## config.mk

```make
export PLATFORM = sky130hd
export DESIGN_NAME = rs485_dir_ctrl
export DESIGN_NICKNAME = d
export VERILOG_FILES = /design/src/rtl/rs485_pkg.sv /design/src/rtl/rs485_turn_timer.sv /design/src/rtl/rs485_dir_fsm.sv /design/src/rtl/rs485_tx_status.sv /design/src/rtl/rs485_dir_ctrl.sv
export SDC_FILE = /design/constraint.sdc
export NUM_CORES = 1
export LEC_CHECK = 0
export BUFFER_PORTS_ARGS = -buffer_cell sky130_fd_sc_hd__buf_2
export CAP_MARGIN = 25
export CORE_AREA = 2 2 39 41
export CTS_CLUSTER_DIAMETER = 100
export DETAILED_ROUTE_END_ITERATION = 7
export DIE_AREA = 0 0 41 43
export GPL_TIMING_DRIVEN = 0
export SLEW_MARGIN = 20
export SYNTH_ARGS = -nofsm -noshare
export SYNTH_HDL_FRONTEND = slang
export SYNTH_SLANG_ARGS = --single-unit
```

## constraint.sdc

```tcl
create_clock -name clk -period 2.5 [get_ports clk]
set_input_delay 0.625 -clock clk [delete_from_list [all_inputs] [get_ports clk]]
set_output_delay 0.625 -clock clk [all_outputs]
set_load 0.1 [all_outputs]
```

## src/rtl/rs485_pkg.sv

```systemverilog
package rs485_pkg;
  typedef enum logic [1:0] {
    DIR_RX   = 2'd0,
    DIR_TX   = 2'd1,
    DIR_TURN = 2'd2
  } dir_state_e;
endpackage

```

## src/rtl/rs485_turn_timer.sv

```systemverilog
module rs485_turn_timer #(
  parameter int CNT_W = 4
) (
  input  logic             clk,
  input  logic             rst_n,
  input  logic             clr,
  input  logic             step,
  input  logic [CNT_W-1:0] limit,
  output logic             expired
);
  logic [CNT_W-1:0] cnt_q, cnt_d;
  logic [CNT_W:0]   cnt_inc;

  assign cnt_inc = {1'b0, cnt_q} + 1'b1;
  assign expired = step && (cnt_inc == {1'b0, limit});

  always_comb begin
    cnt_d = cnt_q;
    if (clr)       cnt_d = '0;
    else if (step) cnt_d = cnt_inc[CNT_W-1:0];
  end

  always_ff @(posedge clk or negedge rst_n) begin
    if (!rst_n) cnt_q <= '0;
    else        cnt_q <= cnt_d;
  end
endmodule

```

## src/rtl/rs485_dir_fsm.sv

```systemverilog
module rs485_dir_fsm
  import rs485_pkg::*;
(
  input  logic clk,
  input  logic rst_n,
  input  logic auto_en,
  input  logic idle,
  input  logic zero_dly,
  input  logic expired,
  output logic tx_active,
  output logic in_turn
);
  dir_state_e st_q, st_d;

  always_comb begin
    st_d = st_q;
    if (!auto_en) begin
      st_d = DIR_RX;
    end else begin
      unique case (st_q)
        DIR_RX:   if (!idle) st_d = DIR_TX;
        DIR_TX:   if (idle)  st_d = zero_dly ? DIR_RX : DIR_TURN;
        DIR_TURN: begin
          if (!idle)                    st_d = DIR_TX;
          else if (zero_dly || expired) st_d = DIR_RX;
        end
        default:  st_d = DIR_RX;
      endcase
    end
  end

  always_ff @(posedge clk or negedge rst_n) begin
    if (!rst_n) st_q <= DIR_RX;
    else        st_q <= st_d;
  end

  assign tx_active = (st_q != DIR_RX);
  assign in_turn   = (st_q == DIR_TURN);
endmodule

```

## src/rtl/rs485_tx_status.sv

```systemverilog
module rs485_tx_status (
  input  logic auto_en,
  input  logic fifo_empty,
  input  logic shreg_empty,
  input  logic tx_halt,
  output logic idle,
  output logic txe_flag,
  output logic txrdy_irq,
  output logic load_next
);
  assign idle      = fifo_empty & shreg_empty;
  assign txe_flag  = idle;
  assign txrdy_irq = auto_en ? idle : fifo_empty;
  assign load_next = shreg_empty & ~fifo_empty & ~tx_halt;
endmodule

```

## src/rtl/rs485_dir_ctrl.sv

```systemverilog
module rs485_dir_ctrl #(
  parameter int DLY_W = 4
) (
  input  logic             clk,
  input  logic             rst_n,
  input  logic             auto_en,
  input  logic             pol_high,
  input  logic             manual_lvl,
  input  logic [DLY_W-1:0] delay_bits,
  input  logic             bit_tick,
  input  logic             fifo_empty,
  input  logic             shreg_empty,
  input  logic             tx_halt,
  output logic             dir_pin,
  output logic             txe_flag,
  output logic             txrdy_irq,
  output logic             load_next
);
  logic idle, tx_active, in_turn, expired, zero_dly;

  assign zero_dly = (delay_bits == '0);

  rs485_tx_status u_status (
    .auto_en     (auto_en),
    .fifo_empty  (fifo_empty),
    .shreg_empty (shreg_empty),
    .tx_halt     (tx_halt),
    .idle        (idle),
    .txe_flag    (txe_flag),
    .txrdy_irq   (txrdy_irq),
    .load_next   (load_next)
  );

  rs485_dir_fsm u_fsm (
    .clk       (clk),
    .rst_n     (rst_n),
    .auto_en   (auto_en),
    .idle      (idle),
    .zero_dly  (zero_dly),
    .expired   (expired),
    .tx_active (tx_active),
    .in_turn   (in_turn)
  );

  rs485_turn_timer #(.CNT_W(DLY_W)) u_timer (
    .clk     (clk),
    .rst_n   (rst_n),
    .clr     (~in_turn),
    .step    (in_turn & bit_tick),
    .limit   (delay_bits),
    .expired (expired)
  );

  assign dir_pin = auto_en ? (tx_active ? pol_high : ~pol_high) : manual_lvl;
endmodule

```

==> impl_metrics.csv, run 1 <==
group,metric,value,unit
outcome,status,"finished, final reports clean",
global_route,grt_usage,9.44,%
floorplanning,die_x,41,um
clock_network,ctsHoldBuffers,0,
pwr,p_sw,81.2,uW
setup_path,worst_ep_arrival_time,1.40,ns
logic_synthesis,yosysTopAreaCellShare,39.0,%
timing,fin_ws,0.477,ns
layout,syn2layout_area_growth,34.1,%
route,wirelength,730,um
logic_synthesis,yosysWarnings,0,
timing,tns,0,ns
timing,fin_worst_skew,0.0000332,ns
timing,final-setup-viol-count,0,
global_route,antenna_found_initial,0,
timing,rsz0062_at_grt,"no",
layout,regArea,150,um^2
pwr,swShare,31.9,%
logic_synthesis,syn_area_per_cell,8.96,um^2
clock_network,path_clk_slew,0.04,ns
layout,multi_input_area,240,um^2
global_route,grt_max_degree,7,
pwr,power.share.sequential,39.6,%
placed_design,dp_hpwl,619,um
route,postRouteAntennaNets,0,
route,drt_pass1_iterations,2,
timing,finalCritPeriodShare,80.9,%
placed_design,portBuffers,16,
logic_synthesis,synthesis.area,385,um^2
setup_path,path_max_fanout,4,
pwr,clock_power_share,33.2,%
layout,fin_nets,78,
clock_network,clkSinkCount,6,
pwr,power,254,uW
clock_network,clockBufferDepth,2,
logic_synthesis,synth-seq-area-share,39.0,%
setup_path,path_class,"reg2out",
setup_path,rrSetupSlack,1.12,ns
timing,max_freq,494,MHz
placed_design,finalWeightedCongestion,0.785,
timing,tightest_slew,0.485,ns
global_route,grt_pass1_wl,1100,um
layout,drive_gt1_share,33.9,%
setup_path,worstSetupEndpointType,"primary output",
placed_design,dpl_worst_slack,0.471,ns
clock_network,cts-root-buf,"clkbuf_4",
global_route,grt_pass1_vias,304,
clock_network,cts_resized,0,
route,wl_per_cell,9.36,um
timing,holdWs,0.204,ns
timing,period_minus_slack,2.02,ns
pwr,p_leak,0.253,nW
setup_path,worst_setup_path_start_kind,"flip-flop",
placed_design,dpl_cell_area,494,um^2
logic_synthesis,syn_nets,57,
clock_network,cts_tree,"built",
clock_network,cts_setup_buffers,0,
timing,max-slew-margin-rel,67.9,%
job,drv_cap,0,
pwr,combPwrFrac,27.1,%
logic_synthesis,synthCells,43,
layout,num-fill-cells,151,
route,viasPerCell,4.60,
timing,hold_viol,0,
pwr,p_int,173,uW
global_route,gr-total-overflow,0,
pwr,worst_ir_drop_vdd,0.223,mV
layout,final_area,517,um^2
route,drt_iter0_markers,3,
placed_design,placed_cells,75,
clock_network,cts_max_level,1,
pwr,powerDensity,492,nW/um^2
floorplanning,die_area,1760,um^2
logic_synthesis,synthTopCellsByArea,"dfrtp_1 39%, xnor2_1 11%, xor2_1 11%",
logic_synthesis,synth_area_leader_cell,"dfrtp_1",
layout,num_antenna_cells,0,
floorplanning,rows,14,
route,via_count,359,
logic_synthesis,synth_seq_cells,6,
setup_path,required,1.88,ns
layout,fin_util,37.3,%
timing,finalMaxSlewViolations,0,
floorplanning,start_util,27.8,%
floorplanning,core_region_area,1380,um^2
floorplanning,ios,17,
layout,fin_cells,78,
clock_network,insertion_delay,0.23,ns
route,drc_errors,0,
floorplanning,die_y,43,um
logic_synthesis,synthDistinctLibCells,18,
clock_network,numCtsBuffers,3,
worst_hold_path,hold_path_class,"in2async",
## final timing paths
check | startpoint | endpoint | cells past startpoint
setup / recovery | u_fsm.st_q[1] | dir_pin | 4
hold / removal | rst_n | u_timer.cnt_q[2] | 1
setup reg to reg | u_timer.cnt_q[0] | u_fsm.st_q[1] | 4
hold reg to reg | u_fsm.st_q[1] | u_fsm.st_q[0] | 3
max in group asynchronous | rst_n | u_fsm.st_q[1] | 1
min in group clk | u_fsm.st_q[1] | u_fsm.st_q[0] | 3
## area by class of cell
class	count	share of cell area [%]
flip-flops and latches	6	29.1
inverters	1	0.726
repair buffers	16	15.5
clock buffers	3	4.36
multi-input cells	36	46.5
well taps	16	3.87
## cell families after synthesis
family                   Yosys count  share of synthesized area, %
adder cells (fa/ha/maj)            1                          3.25
buffers and inverters              1                         0.973
AO/OA/AOI/OAI                      5                          8.44
multiplexers                       1                          2.60
flip-flops                         6                          39.0
AND/OR/NAND/NOR                   19                          23.1
XOR/XNOR                          10                          22.7
## synth_stat cells
master,count
nand4_1,1
a311oi_1,1
xnor2_1,5
ha_1,1
a21boi_0,1
nor4_1,1
nor3_1,1
inv_1,1
and2_1,1
nand2b_1,2
nand2_1,3
a21oi_1,2
nand3_1,3
mux2i_1,1
a31oi_1,1
nor2_1,7
dfrtp_1,6
xor2_1,5
## routing by layer
| metal | wire, um | up-vias | track usage (%) | part of all wire [%] |
|---|---|---|---|---|
| met4 | 0 | 0 | 4.00 | 0 |
| met3 | 83 | 0 | 4.71 | 11 |
| met1 | 340 | 155 | 11.7 | 47 |
| li1 | - | 189 | - | - |
| met2 | 305 | 15 | 13.4 | 42 |
| met5 | 0 | - | 0 | 0 |
## cells in the final DEF, fill, tap and decap left out
| master | netlist | routed |
|---|---|---|
| a21oi_1 | 2 | 1 |
| buf_2 | 0 | 16 |
| clkbuf_4 | 0 | 3 |
| nand2b_1 | 2 | 2 |
| nor2_1 | 7 | 7 |
| nand2_1 | 3 | 3 |
| nor3_2 | 0 | 1 |
| xnor2_1 | 5 | 5 |
| xor2_1 | 5 | 5 |
| a21boi_1 | 0 | 1 |
| a21oi_2 | 0 | 1 |
| mux2i_1 | 1 | 1 |
| a31oi_1 | 1 | 1 |
| nand3_1 | 3 | 3 |
| nand4_1 | 1 | 1 |
| a311oi_1 | 1 | 1 |
| ha_1 | 1 | 1 |
| nor4_1 | 1 | 1 |
| dfrtp_1 | 6 | 6 |
| inv_1 | 1 | 1 |
| and2_1 | 1 | 1 |
## sequential cells by signal, summed over array words and instances (netlist names)
register and cells:
u_fsm.st_q 2, u_timer.cnt_q 4
## worst max-delay path: stages (launching register included)
cell	delay, ns
dfrtp_1	0.39
nor2_1	0.14
xnor2_1	0.09
a21oi_2	0.12
buf_2	0.43
## power groups by stage
stage | Combinational (mW) | Sequential [mW] | Clock (mW)
CTS | 0.0698 | 0.101 | 0.0900
finish | 0.0690 | 0.101 | 0.0844
detailed placement | 0.0696 | 0.102 | 0
global placement | 0.0692 | 0.102 | 0
floorplan | 0.0490 | 0.102 | 0
global route | 0.0748 | 0.101 | 0.0944
(Power assumes the default switching activity.)
==> run 2: changes to the inputs <==
--- a/config.mk
+++ b/config.mk
@@ -5,6 +5,7 @@
 export SDC_FILE = /design/constraint.sdc
 export NUM_CORES = 1
 export LEC_CHECK = 0
+export ABC_AREA = 1
 export BUFFER_PORTS_ARGS = -buffer_cell sky130_fd_sc_hd__buf_2
 export CAP_MARGIN = 25
 export CORE_AREA = 2 2 39 41
==> constraint.sdc (replaced) <==
create_clock -name clk -period 1.6 [get_ports clk]
set_input_delay 0.4 -clock clk [delete_from_list [all_inputs] [get_ports clk]]
set_output_delay 0.4 -clock clk [all_outputs]
set_load 0.1 [all_outputs]
==> impl_metrics.csv, run 2 <==
group,metric,value,unit
timing,period_minus_slack,1.63,ns
timing,rsz0062_at_grt,"yes",
layout,layout_commonest_cell,"nand2_1",
worst_hold_path,min_to,"u_fsm.st_q[1]",
global_route,grt_pass1_vias,491,
logic_synthesis,yosysWarnings,0,
outcome,status,"complete, but fails checks",
global_route,antenna_found_initial,0,
route,drc_errors,0,
layout,fin_util,48.7,%
placed_design,dp_hpwl,841,um
layout,largest_reg_flops,4,
route,postRouteAntennaNets,0,
clock_network,cts-root-buf,"clkbuf_4",
timing,fin_worst_skew,0.00113,ns
clock_network,numCtsBuffers,3,
clock_network,cts_max_level,1,
worst_hold_path,min_from,"auto_en",
timing,tns,-0.0250,ns
setup_path,r2r_end,"u_fsm.st_q[1]",
logic_synthesis,yosysTopAreaCellShare,32.3,%
pwr,powerDensity,688,nW/um^2
clock_network,clkSinkCount,6,
global_route,grt_usage,15.3,%
logic_synthesis,syn_nets,90,
layout,reg_top3,"u_timer.cnt_q: 4 flops, u_fsm.st_q: 2 flops",
route,via_count,540,
placed_design,finalWeightedCongestion,0.708,
setup_path,rr_worst_depth,10,
route,drt_iter0_markers,11,
pwr,worst_ir_drop_vdd,0.574,mV
setup_path,crit_chain,"nor2_4, xnor2_2, o21ai_4, buf_12",
setup_path,crit_slowest_cell,"dfrtp_1",
layout,fin_nets,114,
logic_synthesis,synth_edf_count,0,
setup_path,path_class,"reg2out",
timing,tightest_slew,0.487,ns
layout,num_antenna_cells,0,
floorplanning,ios,17,
layout,final_cell_mix,"25 x nand2_1, 13 x buf_2, 11 x inv_1, 7 x nor2_1",
logic_synthesis,yosys.cell_count.top_type,"nand2_1",
floorplanning,die_area,1760,um^2
logic_synthesis,synth_seq_cells,6,
floorplanning,start_util,33.6,%
timing,max-slew-margin-rel,67.8,%
pwr,p_leak,0.357,nW
worst_hold_path,hold_path_class,"in2reg",
floorplanning,rows,14,
logic_synthesis,synthesis.area,465,um^2
floorplanning,die_x,41,um
logic_synthesis,synth-async-reset-ratio,100,%
timing,finalMaxSlewViolations,0,
route,viasPerCell,4.74,
setup_path,worstSetupEndpointType,"primary output",
clock_network,clockBufferDepth,2,
layout,top_register,"u_timer.cnt_q",
logic_synthesis,synth-seq-area-share,32.3,%
clock_network,cts_tree,"built",
route,drt_pass1_iterations,4,
floorplanning,die_y,43,um
setup_path,worst_ep_arrival_time,1.23,ns
worst_hold_path,hold_depth,3,
logic_synthesis,synthDistinctLibCells,17,
placed_design,dpl_cell_area,591,um^2
global_route,gr-total-overflow,0,
outcome,failed_checks,"negative setup slack",
clock_network,insertion_delay,0.24,ns
global_route,grt_pass1_wl,1860,um
timing,finalCritPeriodShare,102,%
setup_path,required,1.20,ns
logic_synthesis,synth_commonest_cells,"26 x nand2_1, 11 x inv_1, 8 x nor2_1, 6 x dfrtp_1, 5 x nand3_1",
layout,final_area,674,um^2
route,wirelength,1090,um
global_route,grt_max_degree,7,
floorplanning,core_region_area,1380,um^2
logic_synthesis,synth_area_leader_cell,"dfrtp_1",
logic_synthesis,synth_ff_type,"dfrtp_1",
setup_path,max_stage_delay,0.41,ns
setup_path,startpoint,"u_fsm.st_q[1]",
setup_path,path_max_fanout,2,
job,drv_cap,0,
logic_synthesis,syn_area_per_cell,6.12,um^2
setup_path,r2r_start,"u_timer.cnt_q[0]",
setup_path,rrSetupSlack,0.20,ns
timing,max_freq,615,MHz
route,wl_per_cell,9.54,um
layout,syn2layout_area_growth,44.9,%
timing,fin_ws,-0.0250,ns
setup_path,worst_setup_path_start_kind,"flip-flop",
logic_synthesis,synthTopCellsByArea,"dfrtp_1 32%, nand2_1 21%, inv_1 8.9%",
layout,drive_gt1_share,32.7,%
placed_design,portBuffers,16,
clock_network,path_clk_slew,0.04,ns
timing,final-setup-viol-count,1,
timing,hold_viol,0,
logic_synthesis,synthCells,76,
run 2: changes by cell type after synthesis, sizes merged, moves of 2 or more:
cell	before	now
nand2	3	26
o21ai	0	5
nand4	1	3
xor2	5	0
inv	1	15
xnor2	5	1
nand3	3	6
nand2b	2	0
run 2: final cells by class:
class | instances | area (um^2)
Sequential cell | 6 | 151
Fill cell | 156 | 709
Timing Repair Buffer | 19 | 125
Clock buffer | 3 | 22.5
Inverter | 15 | 56.3
Tap cell | 16 | 20.0
Multi-Input combinational cell | 55 | 299
run 2: worst max-delay path, delay by kind of cell, from the launching register on:
family,cells,cell delay [ns]
xor+xnor,1,0.09
compound gates,1,0.15
buf+inv,1,0.19
simple gates,1,0.15
flops,1,0.41
run 2: stage by stage:
step	hold slack [ns]	power [mW]	cells	setup WS, ns
2_1_floorplan	0.104	0.265	76	-0.0330
3_3_place_gp	0.225	0.299	108	-0.0922
3_5_place_dp	0.225	0.300	108	-0.0962
4_1_cts	0.451	0.465	114	-0.0331
5_1_grt	0.465	0.491	114	-0.0766
6_report	0.454	0.464	114	-0.0250
run 2: logic make-up (layout without fill, tap and decap cells):
kind of cell / count (synthesis) / after routing / share of synthesized area (%)
flip-flops: 6 / 6 / 32.3
AND/OR/NAND/NOR: 45 / 45 / 41.7
adder cells (fa/ha/maj): 1 / 1 / 2.69
XOR/XNOR: 1 / 1 / 1.88
buffers and inverters: 15 / 37 / 12.1
AO/OA/AOI/OAI: 8 / 8 / 9.41
run 2: repair_timing:
action                     CTS  global route
hold buffers                 1             0
setup endpoints to repair    2             2
hold endpoints to repair     6             0
resized for setup            8             2
buffers inserted             2             0
run 2: worst max path at each step:
stage	to	slack (ns)
after floorplan	load_next	-0.03
after global routing	dir_pin	-0.08
final	dir_pin	-0.03
after CTS	dir_pin	-0.03
after global placement	dir_pin	-0.09
after detailed placement	dir_pin	-0.1
run 2: per-layer routing:
metal  GRT usage [%]  share of wire (%)  up-vias
li1                -                  -      283
met1            16.0                 43      235
met2            26.3                 50       22
met3            6.81                6.5        0
met4            4.00                  0        0
met5               0                  0        -
run 2: power by group:
group	leakage (nW)	internal [mW]	switching [mW]
registers	0.0804	0.157	0.00547
logic	0.263	0.0574	0.107
clock network	0.0138	0.0847	0.0523
total	0.357	0.299	0.165
